$ cat src/rtl/rvs_pkg.sv
package rvs_pkg;

  localparam int SR_W       = 16;
  localparam int SR_TRACE   = 15;
  localparam int SR_SUPER   = 13;
  localparam int SR_MBIT    = 12;
  localparam int SR_MASK_LO = 8;
  localparam int SR_MASK_W  = 3;

  typedef enum logic [2:0] {
    RESET_HOLD,
    WAIT_GRANT,
    READ_SP,
    READ_PC,
    RUN,
    HALT
  } seqState_t;

  typedef struct packed {
    logic forceReset;
    logic loadSp;
    logic loadPc;
    logic allowCore;
  } seqStrobe_t;

  function automatic logic [SR_W-1:0] srResetValue();
    logic [SR_W-1:0] v;
    v = '0;
    v[SR_TRACE] = 1'b0;
    v[SR_MBIT]  = 1'b0;
    v[SR_SUPER] = 1'b1;
    v[SR_MASK_LO +: SR_MASK_W] = '1;
    return v;
  endfunction

endpackage

$ cat src/rtl/rvs_ctrl.sv
module rvs_ctrl
  import rvs_pkg::*;
#(
  parameter int ADDR_W = 32,
  parameter int DATA_W = 32
) (
  input  logic              clk,
  input  logic              rst,
  input  logic              busGnt,
  input  logic              busAck,
  input  logic              busErr,
  output logic              busReq,
  output logic              busRd,
  output logic [ADDR_W-1:0] busAddr,
  output logic              halted,
  output seqStrobe_t        strobes
);

  localparam int VEC_STRIDE = DATA_W / 8;

  seqState_t stateQ, stateD;

  always_ff @(posedge clk) begin
    if (rst) stateQ <= RESET_HOLD;
    else     stateQ <= stateD;
  end

  always_comb begin
    stateD = stateQ;
    unique case (stateQ)
      RESET_HOLD: stateD = WAIT_GRANT;
      WAIT_GRANT: if (busGnt) stateD = READ_SP;
      READ_SP: begin
        if (busErr)      stateD = HALT;
        else if (busAck) stateD = READ_PC;
      end
      READ_PC: begin
        if (busErr)      stateD = HALT;
        else if (busAck) stateD = RUN;
      end
      RUN:     stateD = RUN;
      HALT:    stateD = HALT;
      default: stateD = RESET_HOLD;
    endcase
  end

  always_comb begin
    strobes.forceReset = rst;
    strobes.loadSp     = !rst && (stateQ == READ_SP) && busAck && !busErr;
    strobes.loadPc     = !rst && (stateQ == READ_PC) && busAck && !busErr;
    strobes.allowCore  = !rst && (stateQ == RUN);
  end

  assign busReq  = (stateQ == WAIT_GRANT) || (stateQ == READ_SP) || (stateQ == READ_PC);
  assign busRd   = (stateQ == READ_SP) || (stateQ == READ_PC);
  assign busAddr = (stateQ == READ_PC) ? ADDR_W'(VEC_STRIDE) : '0;
  assign halted  = (stateQ == HALT);

endmodule

$ cat src/rtl/rvs_datapath.sv
module rvs_datapath
  import rvs_pkg::*;
#(
  parameter int DATA_W   = 32,
  parameter int MEM_CTLS = 2
) (
  input  logic                clk,
  input  seqStrobe_t          strobes,
  input  logic [1:0]          bootPins,
  input  logic [DATA_W-1:0]   busRdata,
  input  logic                coreSrWe,
  input  logic [SR_W-1:0]     coreSrData,
  input  logic                coreVbrWe,
  input  logic [DATA_W-1:0]   coreVbrData,
  input  logic                coreMemEnWe,
  input  logic [MEM_CTLS-1:0] coreMemEnData,
  output logic [SR_W-1:0]     statusReg,
  output logic [DATA_W-1:0]   vecBase,
  output logic [MEM_CTLS-1:0] memEnable,
  output logic [DATA_W-1:0]   stackPtr,
  output logic [DATA_W-1:0]   progCtr,
  output logic                startFetch,
  output logic                bootExternal,
  output logic [1:0]          bootWidth
);

  localparam logic [SR_W-1:0] SR_RST = srResetValue();

  logic [1:0] bootCodeQ;

  always_ff @(posedge clk) begin
    if (strobes.forceReset) bootCodeQ <= bootPins;
  end

  always_comb begin
    bootExternal = |bootCodeQ;
    unique case (bootCodeQ)
      2'b01:   bootWidth = 2'd1;
      2'b10:   bootWidth = 2'd0;
      default: bootWidth = 2'd2;
    endcase
  end

  always_ff @(posedge clk) begin
    if (strobes.forceReset) begin
      statusReg <= SR_RST;
      vecBase   <= '0;
    end else if (strobes.allowCore) begin
      if (coreSrWe)  statusReg <= coreSrData;
      if (coreVbrWe) vecBase   <= coreVbrData;
    end
  end

  for (genvar i = 0; i < MEM_CTLS; i++) begin : g_memEn
    always_ff @(posedge clk) begin
      if (strobes.forceReset)                   memEnable[i] <= 1'b0;
      else if (strobes.allowCore && coreMemEnWe) memEnable[i] <= coreMemEnData[i];
    end
  end

  always_ff @(posedge clk) begin
    if (strobes.forceReset) begin
      stackPtr   <= '0;
      progCtr    <= '0;
      startFetch <= 1'b0;
    end else begin
      if (strobes.loadSp) stackPtr <= busRdata;
      if (strobes.loadPc) progCtr  <= busRdata;
      startFetch <= strobes.loadPc;
    end
  end

endmodule

$ cat src/rtl/reset_vector_seq.sv
module reset_vector_seq
  import rvs_pkg::*;
#(
  parameter int DATA_W   = 32,
  parameter int ADDR_W   = 32,
  parameter int MEM_CTLS = 2
) (
  input  logic                clk,
  input  logic                rst,
  input  logic [1:0]          bootPins,
  output logic                busReq,
  input  logic                busGnt,
  output logic                busRd,
  output logic [ADDR_W-1:0]   busAddr,
  input  logic [DATA_W-1:0]   busRdata,
  input  logic                busAck,
  input  logic                busErr,
  input  logic                coreSrWe,
  input  logic [15:0]         coreSrData,
  input  logic                coreVbrWe,
  input  logic [DATA_W-1:0]   coreVbrData,
  input  logic                coreMemEnWe,
  input  logic [MEM_CTLS-1:0] coreMemEnData,
  output logic [15:0]         statusReg,
  output logic [DATA_W-1:0]   vecBase,
  output logic [MEM_CTLS-1:0] memEnable,
  output logic [DATA_W-1:0]   stackPtr,
  output logic [DATA_W-1:0]   progCtr,
  output logic                startFetch,
  output logic                halted,
  output logic                bootExternal,
  output logic [1:0]          bootWidth
);

  seqStrobe_t strobes;

  rvs_ctrl #(.ADDR_W(ADDR_W), .DATA_W(DATA_W)) u_ctrl (
    .clk     (clk),
    .rst     (rst),
    .busGnt  (busGnt),
    .busAck  (busAck),
    .busErr  (busErr),
    .busReq  (busReq),
    .busRd   (busRd),
    .busAddr (busAddr),
    .halted  (halted),
    .strobes (strobes)
  );

  rvs_datapath #(.DATA_W(DATA_W), .MEM_CTLS(MEM_CTLS)) u_dp (
    .clk           (clk),
    .strobes       (strobes),
    .bootPins      (bootPins),
    .busRdata      (busRdata),
    .coreSrWe      (coreSrWe),
    .coreSrData    (coreSrData),
    .coreVbrWe     (coreVbrWe),
    .coreVbrData   (coreVbrData),
    .coreMemEnWe   (coreMemEnWe),
    .coreMemEnData (coreMemEnData),
    .statusReg     (statusReg),
    .vecBase       (vecBase),
    .memEnable     (memEnable),
    .stackPtr      (stackPtr),
    .progCtr       (progCtr),
    .startFetch    (startFetch),
    .bootExternal  (bootExternal),
    .bootWidth     (bootWidth)
  );

endmodule

$ cat config.mk
export PLATFORM = sky130hd
export DESIGN_NAME = reset_vector_seq
export DESIGN_NICKNAME = d
export VERILOG_FILES = /design/src/rtl/rvs_pkg.sv /design/src/rtl/rvs_ctrl.sv /design/src/rtl/rvs_datapath.sv /design/src/rtl/reset_vector_seq.sv
export SDC_FILE = /design/constraint.sdc
export NUM_CORES = 1
export LEC_CHECK = 0
export BUFFER_PORTS_ARGS = -buffer_cell sky130_fd_sc_hd__buf_2
export CAP_MARGIN = 40
export CORE_MARGIN = 1
export CORE_UTILIZATION = 30
export CTS_BUF_LIST = sky130_fd_sc_hd__clkbuf_2 sky130_fd_sc_hd__clkbuf_4 sky130_fd_sc_hd__clkbuf_8
export CTS_CLUSTER_SIZE = 16
export DETAILED_ROUTE_END_ITERATION = 8
export GPL_TIMING_DRIVEN = 0
export PLACE_DENSITY_LB_ADDON = 0.15
export SLEW_MARGIN = 10
export SYNTH_ARGS = -nofsm -noshare
export SYNTH_HDL_FRONTEND = slang
export SYNTH_SLANG_ARGS = --single-unit
$ cat constraint.sdc
create_clock -name clk -period 4 [get_ports clk]
set_clock_uncertainty 0.05 [all_clocks]
set_input_delay 0.8 -clock clk [delete_from_list [all_inputs] [get_ports clk]]
set_output_delay 0.8 -clock clk [all_outputs]
set_load 0.05 [all_outputs]
==> summary.md, run 1 <==
| Metric | Value |
|---|---|
| Run status | completed |
| R2R setup slack | 2.11 ns |
| Post-place setup slack | 1.15 ns |
| Cell with the most instances after synthesis | dfxtp_1 |
| Post-Synthesis Cells | 485 |
| Grt ovf | 0 |
| Ports | 245 |
| Clock slew at reported path FFs | 0.07 ns |
| Post-DP HPWL | 10400 µm |
| Yosys reg bits | 120 |
| Final slew viol count | 0 |
| Slowest Stage Delay on Critical Path | 0.38 ns |
| Area delta synth->final | 37.3% |
| Initial antenna violation count | 0 |
| Die Area | 17600 µm² |
| Maximum number of pins on one net before global-route repair | 17 |
| Crit path max fanout | 10 |
| DRC Markers | 0 |
| CTS-repair resized insts | 0 |
| PD cells | 397 nW/µm² |
| Initial DRT Pass Iterations | 4 |
| RSZ-0062 raised after global routing | false |
| Post-synth top flop | dfxtp_1 |
| Critical Path, Cell by Cell | buf_2 > nand3b_1 > inv_1 > clkbuf_1 > buf_2 |
| Starting DRC count in detailed routing | 129 |
| Layout cells sized above 1 | 47.6% |
| Row cnt | 47 |
| Critical path launch point type | flip-flop |
| Final setup margin | 0.882 ns |
| Synth Cell Area | 5110 µm² |
| Seq/Total Area, Yosys | 47.4% |
| Vias | 4191 |
| Multi-input logic area | 2340 µm² |
| Setup repair bufs after CTS | 0 |
| Syn avg cell area | 10.5 µm² |
| Vias in the first global route | 4309 |
| Max_cap viols | 0 |
| Data required time of the worst path | 3.15 ns |
| Synth top area cells | dfxtp_1, mux2_2, nor2b_1 |
| Largest area contributor in the netlist | dfxtp_1 |
| Commonest cells in the netlist | dfxtp_1, nor2b_1, mux2_2 |
| Final #Nets | 841 |
| Tightest Hold Check Type | reg -> reg |
| Peak supply drop | 324 µV |
| First-pass GRT wire length | 21800 µm |
| Post-synth top area share | 46.2% |
| CP arrival | 2.27 ns |
| Drt wl/cell | 14.1 µm |
| CTS tree | done |
| Tightest Pin Transition | 0.570 ns |
| Post-synthesis async set-or-reset flop share | 0% |
| Hold Crit Depth | 2 |
| Post-synth EDFFs | 2 |
| Final setup fails | 0 |
| Max clock buf depth | 2 |
| Leak pwr | 3.76 nW |
| H-tree depth | 4 |
| Worst reg-to-reg path cell count | 5 |
| Via-to-Cell Ratio | 4.28 |
| GP Congestion | 0.741 |
| Final TNS setup | 0 ns |
| Post-DRT Antenna Nets | 0 |
| DIE WIDTH | 133 µm |
| Post-cts hold buffer count | 0 |
| Crit path time final | 3.12 ns |
| Core Footprint | 16600 µm² |
| Critical path's most frequent cell | buf_2 |
| Final worst path period share | 77.9% |
| Initial Utilization | 30.8% |
| Root buffer cell | clkbuf_8 |
| F_max | 321 MHz |
| Crit-path slowest cell | clkbuf_1 |
| IO buf count | 213 |
| Height of the die | 133 µm |
| CTS Buf Count | 17 |
| # diodes | 0 |
| Setup crit end kind | output port |
| Unique masters post-synth | 35 |
| Yosys warns | 0 |
| Register area | 2420 µm² |
| Relative slew slack | 62.0% |
| CTS sink cnt | 120 |
| Fill cells | 1694 |
| Worst-Skew Late Latency | 0.43 ns |
| Total global routing track utilization | 15.9% |
| Fin. Hold Viols | 0 |
| Critical path class | reg -> out |
| DRT Wirelength | 13800 µm |
-- per-layer routing --
metal	wire [µm]	global-route usage [%]	up-vias
met5	0	0	-
met4	110	5.36	0
met3	1270	7.01	8
met2	6490	25.8	165
met1	5910	18.5	1919
li1	-	-	2099
-- power by group --
part	internal, mW	switching (mW)
sequential	1.21	0.00702
combinational	0.0959	0.215
clock	0.765	0.490
-- critical path, delay by kind of cell (launching register included) --
family	cells	cell delay [ns]
buffers and inverters	4	1.16
DFF	1	0.31
and+or+nand+nor	1	0.36
-- worst paths after layout --
kind,startpoint,to
worst min-delay path,u_dp.stackPtr[28],u_dp.stackPtr[28]
worst max-delay path,u_ctrl.stateQ[0],busAddr[2]
worst min register to register,u_dp.stackPtr[28],u_dp.stackPtr[28]
worst max register to register,u_ctrl.stateQ[0],u_dp.vecBase[29]
-- metrics by stage --
| stage | area [µm²] | power (mW) | hold WS, ns | std cells | utilization (%) |
|---|---|---|---|---|---|
| 6_report | 7020 | 2.79 | 0.423 | 980 | 42.3 |
| 5_1_grt | 7020 | 2.90 | 0.445 | 980 | 42.3 |
| 4_1_cts | 7020 | 2.83 | 0.423 | 980 | 42.3 |
| 3_5_place_dp | 6570 | 1.56 | 0.410 | 948 | 39.6 |
| 3_3_place_gp | 6570 | 1.56 | 0.398 | 948 | 39.6 |
| 2_1_floorplan | 5230 | 1.47 | 0.432 | 515 | - |
-- area by class of cell --
| cell class | instances | share of cell area, % |
|---|---|---|
| plain buffers | 67 | 5.86 |
| well taps | 220 | 3.92 |
| repair buffers | 213 | 15.2 |
| clock buffers | 24 | 4.44 |
| inverters | 14 | 0.749 |
| clock inverters | 8 | 2.03 |
| multi-input cells | 314 | 33.3 |
| flip-flops and latches | 120 | 34.5 |
-- registers in the layout, summed over array words and instances, names as in the netlist --
name	flops
u_dp.statusReg	16
u_dp.stackPtr	32
u_dp.progCtr	32
u_dp.memEnable	2
u_dp.vecBase	32
u_ctrl.stateQ	3
u_dp.bootCodeQ	2
u_dp.startFetch	1
-- cells in the final DEF (no fill, tap or decap), drive strengths merged, types with 2 or more instances in the layout --
cell type	count
bufinv	4
mux2	74
a31o	2
nor3	2
dfxtp	118
ha	2
nor2b	74
clkinv	3
o211ai	32
edfxtp	2
nor2	7
nand2	36
o41ai	3
nand3	29
clkbuf	43
inv	14
conb	31
buf	261
and3	2
mux2i	7
-- kinds of logic (layout without fill, tap and decap cells) --
kind of cell / count (synthesis) / in the layout / synth area share [%]
XOR/XNOR: 1 / 1 / 0.171
other: 1 / 31 / 0.0734
buffers and inverters: 81 / 326 / 9.08
adder cells (fa/ha/maj): 2 / 2 / 0.489
flip-flops: 120 / 120 / 47.4
AO/OA/AOI/OAI: 42 / 42 / 6.24
multiplexers: 81 / 81 / 19.7
AND/OR/NAND/NOR: 157 / 157 / 16.9
(Power assumes the default switching activity.)
==> run 2: changes to the inputs <==
--- a/config.mk
+++ b/config.mk
@@ -5,6 +5,7 @@
 export SDC_FILE = /design/constraint.sdc
 export NUM_CORES = 1
 export LEC_CHECK = 0
+export ABC_AREA = 1
 export BUFFER_PORTS_ARGS = -buffer_cell sky130_fd_sc_hd__buf_2
 export CAP_MARGIN = 40
 export CORE_MARGIN = 1
==> constraint.sdc (replaced) <==
create_clock -name clk -period 2.7 [get_ports clk]
set_clock_uncertainty 0.05 [all_clocks]
set_input_delay 0.54 -clock clk [delete_from_list [all_inputs] [get_ports clk]]
set_output_delay 0.54 -clock clk [all_outputs]
set_load 0.05 [all_outputs]
==> run 2 against run 1 <==
Combinational power rose by 140%; critical path depth stayed put; hold slack lost 0.18 ns; via count up 5.2%; largest cell class unchanged; critical path type unchanged.
==> summary.md, run 2 <==
| Metric | Value |
|---|---|
| Peak supply drop | 290 µV (was 324 µV) |
| First-pass GRT wire length | 20500 µm (was 21800 µm) |
| Max_cap viols | 0 (unchanged) |
| PD cells | 675 nW/µm² (was 397 nW/µm²) |
| Biggest regs | u_dp.progCtr x32, u_dp.stackPtr x32, u_dp.vecBase x32 (unchanged) |
| Syn avg cell area | 8.03 µm² (was 10.5 µm²) |
| Post-synth top area share | 50.8% (was 46.2%) |
| Die Area | 16000 µm² (was 17600 µm²) |
| Initial Utilization | 30.7% (was 30.8%) |
| Final non-filler cell total | 1042 (was 980) |
| Synth Cell Area | 4650 µm² (was 5110 µm²) |
| Post-DRT Antenna Nets | 0 (unchanged) |
| Data required time of the worst path | 2.11 ns (was 3.15 ns) |
| Post-DP HPWL | 9750 µm (was 10400 µm) |
| Largest area contributor in the netlist | dfxtp_1 (unchanged) |
| Root buffer cell | clkbuf_8 (unchanged) |
| Total global routing track utilization | 16.5% (was 15.9%) |
| Unique masters post-synth | 27 (was 35) |
| CTS sink cnt | 120 (unchanged) |
| DRC Markers | 0 (unchanged) |
| Synth top area cells | dfxtp_1, nand3_1, o21ai_1 (was dfxtp_1, mux2_2, nor2b_1) |
| Crit Reg-Reg Startpoint | u_ctrl.stateQ[1] (was u_ctrl.stateQ[0]) |
| Final TNS setup | 0 ns (unchanged) |
| Relative slew slack | 61.5% (was 62.0%) |
| Final setup fails | 0 (unchanged) |
| Critical path class | reg -> out (unchanged) |
| Final #Nets | 935 (was 841) |
| Critical path launch point type | flip-flop (unchanged) |
| Cell Area, Placed | 6060 µm² (was 6570 µm²) |
| IO buf count | 213 (unchanged) |
| Min-delay src | bootPins[1] (was u_dp.stackPtr[28]) |
| Setup crit end kind | output port (unchanged) |
| Post-synthesis async set-or-reset flop share | 0% (unchanged) |
| Most frequent cells in the layout | buf_2, dfxtp_1, inv_1 (was buf_2, dfxtp_1, nor2b_1) |
| Yosys warns | 0 (unchanged) |
| Setup repair bufs after CTS | 0 (unchanged) |
| Crit path max fanout | 6 (was 10) |
| Core Footprint | 15100 µm² (was 16600 µm²) |
| GP Congestion | 0.729 (was 0.741) |
| Worst reg-to-reg path cell count | 5 (unchanged) |
| Grt ovf | 0 (unchanged) |
| F_max | 453 MHz |
| DRT Wirelength | 12900 µm (was 13800 µm) |
| Height of the die | 126 µm (was 133 µm) |
| Fin. Hold Viols | 0 (unchanged) |
| Post-cts hold buffer count | 0 (unchanged) |
| Tightest Hold Check Type | in -> reg (was reg -> reg) |
| CTS-repair resized insts | 0 (unchanged) |
| Cell with the most instances after synthesis | dfxtp_1 (unchanged) |
| Seq/Total Area, Yosys | 52.1% (was 47.4%) |
| Finished Cell Area | 6500 µm² (was 7020 µm²) |
| Worst-Skew Late Latency | 0.43 ns (about the same) |
| Via-to-Cell Ratio | 4.23 (was 4.28) |
| Commonest non-fill, non-tap cell in the layout | buf_2 (unchanged) |
| Final slew viol count | 0 (unchanged) |
| Max clock buf depth | 2 (unchanged) |
| Layout cells sized above 1 | 36.4% (was 47.6%) |
| Yosys reg bits | 120 (unchanged) |
| Placed insts | 1010 (was 948) |
| Hold Path End | u_dp.bootCodeQ[1] (was u_dp.stackPtr[28]) |
| Hold Crit Depth | 1 (was 2) |
| CP arrival | 1.62 ns (was 2.27 ns) |
| Tightest Pin Transition | 0.577 ns (was 0.570 ns) |
| CTS tree | done (unchanged) |
| Run status | completed (unchanged) |
| Vias in the first global route | 4094 (was 4309) |
| Ports | 245 (unchanged) |
| Post-synth EDFFs | 2 (unchanged) |
| DIE WIDTH | 126 µm (was 133 µm) |
| Starting DRC count in detailed routing | 235 (was 129) |
| Drt wl/cell | 12.3 µm (was 14.1 µm) |
| Post-Synthesis Cells | 579 (was 485) |
| RSZ-0062 raised after global routing | false (unchanged) |
| Maximum number of pins on one net before global-route repair | 17 (unchanged) |
| Post-synth top flop | dfxtp_1 (unchanged) |
| Row cnt | 45 (was 47) |
| Initial DRT Pass Iterations | 4 (unchanged) |
| # diodes | 0 (unchanged) |
| Commonest cells in the netlist | dfxtp_1, inv_1, nand3_1 (was dfxtp_1, nor2b_1, mux2_2) |
| H-tree depth | 4 (unchanged) |
| Leak pwr | 3.41 nW (was 3.76 nW) |
| Crit path time final | 2.21 ns |
| Final worst path period share | 81.7% |
| Initial antenna violation count | 1 (was 0) |
| Clock slew at reported path FFs | 0.07 ns (about the same) |
| Vias | 4411 (was 4191) |
| CTS Buf Count | 17 (unchanged) |
| Area delta synth->final | 39.8% (was 37.3%) |
| R2R setup slack | 1.14 ns (was 2.11 ns) |
| R2R Path End | u_dp.vecBase[30] (was u_dp.vecBase[29]) |
run 2: worst max-delay path: stages, from the launching register on:
cell and delay, ns:
dfxtp_1 0.44, inv_1 0.15, nor2_1 0.20, nand2_1 0.10, inv_1 0.06, buf_2 0.25
run 2: how the worst max path moves through the flow:
stage,slack [ns],start,to,cells after the start
finish,0.49,u_ctrl.stateQ[0],halted,5
global route,0.36,u_ctrl.stateQ[0],halted,5
CTS,0.44,u_ctrl.stateQ[0],halted,5
detailed placement,0.65,rst,u_dp.vecBase[30],7
global placement,0.61,rst,u_dp.vecBase[27],7
floorplan,0.93,u_ctrl.stateQ[1],busReq,2
run 2: cells by family (layout without fill, tap and decap cells):
kind of cell             Yosys count  in the layout  synth area share, %
AO/OA/AOI/OAI                    118            118                 12.7
other                              1             31               0.0807
AND/OR/NAND/NOR                  178            178                 17.9
adder cells (fa/ha/maj)            2              2                0.538
buffers and inverters            160            405                 16.6
flip-flops                       120            120                 52.1
run 2: where the power goes:
part	internal [mW]	leakage (nW)	total [mW]	switching, mW
Clock	1.02	0.211	1.75	0.729
Sequential	1.84	0.971	1.88	0.0432
Combinational	0.200	2.23	0.756	0.556
run 2: per-stage QoR:
| step | hold slack (ns) | util (%) | worst slack [ns] | power [mW] |
|---|---|---|---|---|
| 5_1_grt | 0.194 | 42.9 | 0.363 | 4.59 |
| 6_report | 0.238 | 42.9 | 0.493 | 4.39 |
| 3_5_place_dp | 0.416 | 40.0 | 0.646 | 2.68 |
| 3_3_place_gp | 0.408 | 40.0 | 0.614 | 2.68 |
| 2_1_floorplan | 0.450 | - | 0.933 | 2.48 |
| 4_1_cts | 0.197 | 42.9 | 0.442 | 4.45 |
run 2: area by class of cell:
cell class / count / area (µm²)
buffer: 65 / 413
clock buffer: 22 / 297
clock inverter: 10 / 140
fill: 1631 / 8650
inverter: 95 / 359
multi-input combinational: 329 / 1570
sequential: 120 / 2420
tap: 188 / 235
timing repair buffer: 213 / 1070
run 2: per-layer routing:
| layer | vias up | routed length, µm | GRT usage (%) |
|---|---|---|---|
| li1 | 2306 | - | - |
| met3 | 20 | 1240 | 6.75 |
| met1 | 1921 | 5710 | 19.5 |
| met2 | 164 | 5700 | 26.5 |
| met4 | 0 | 206 | 6.80 |
| met5 | - | 0 | 0 |
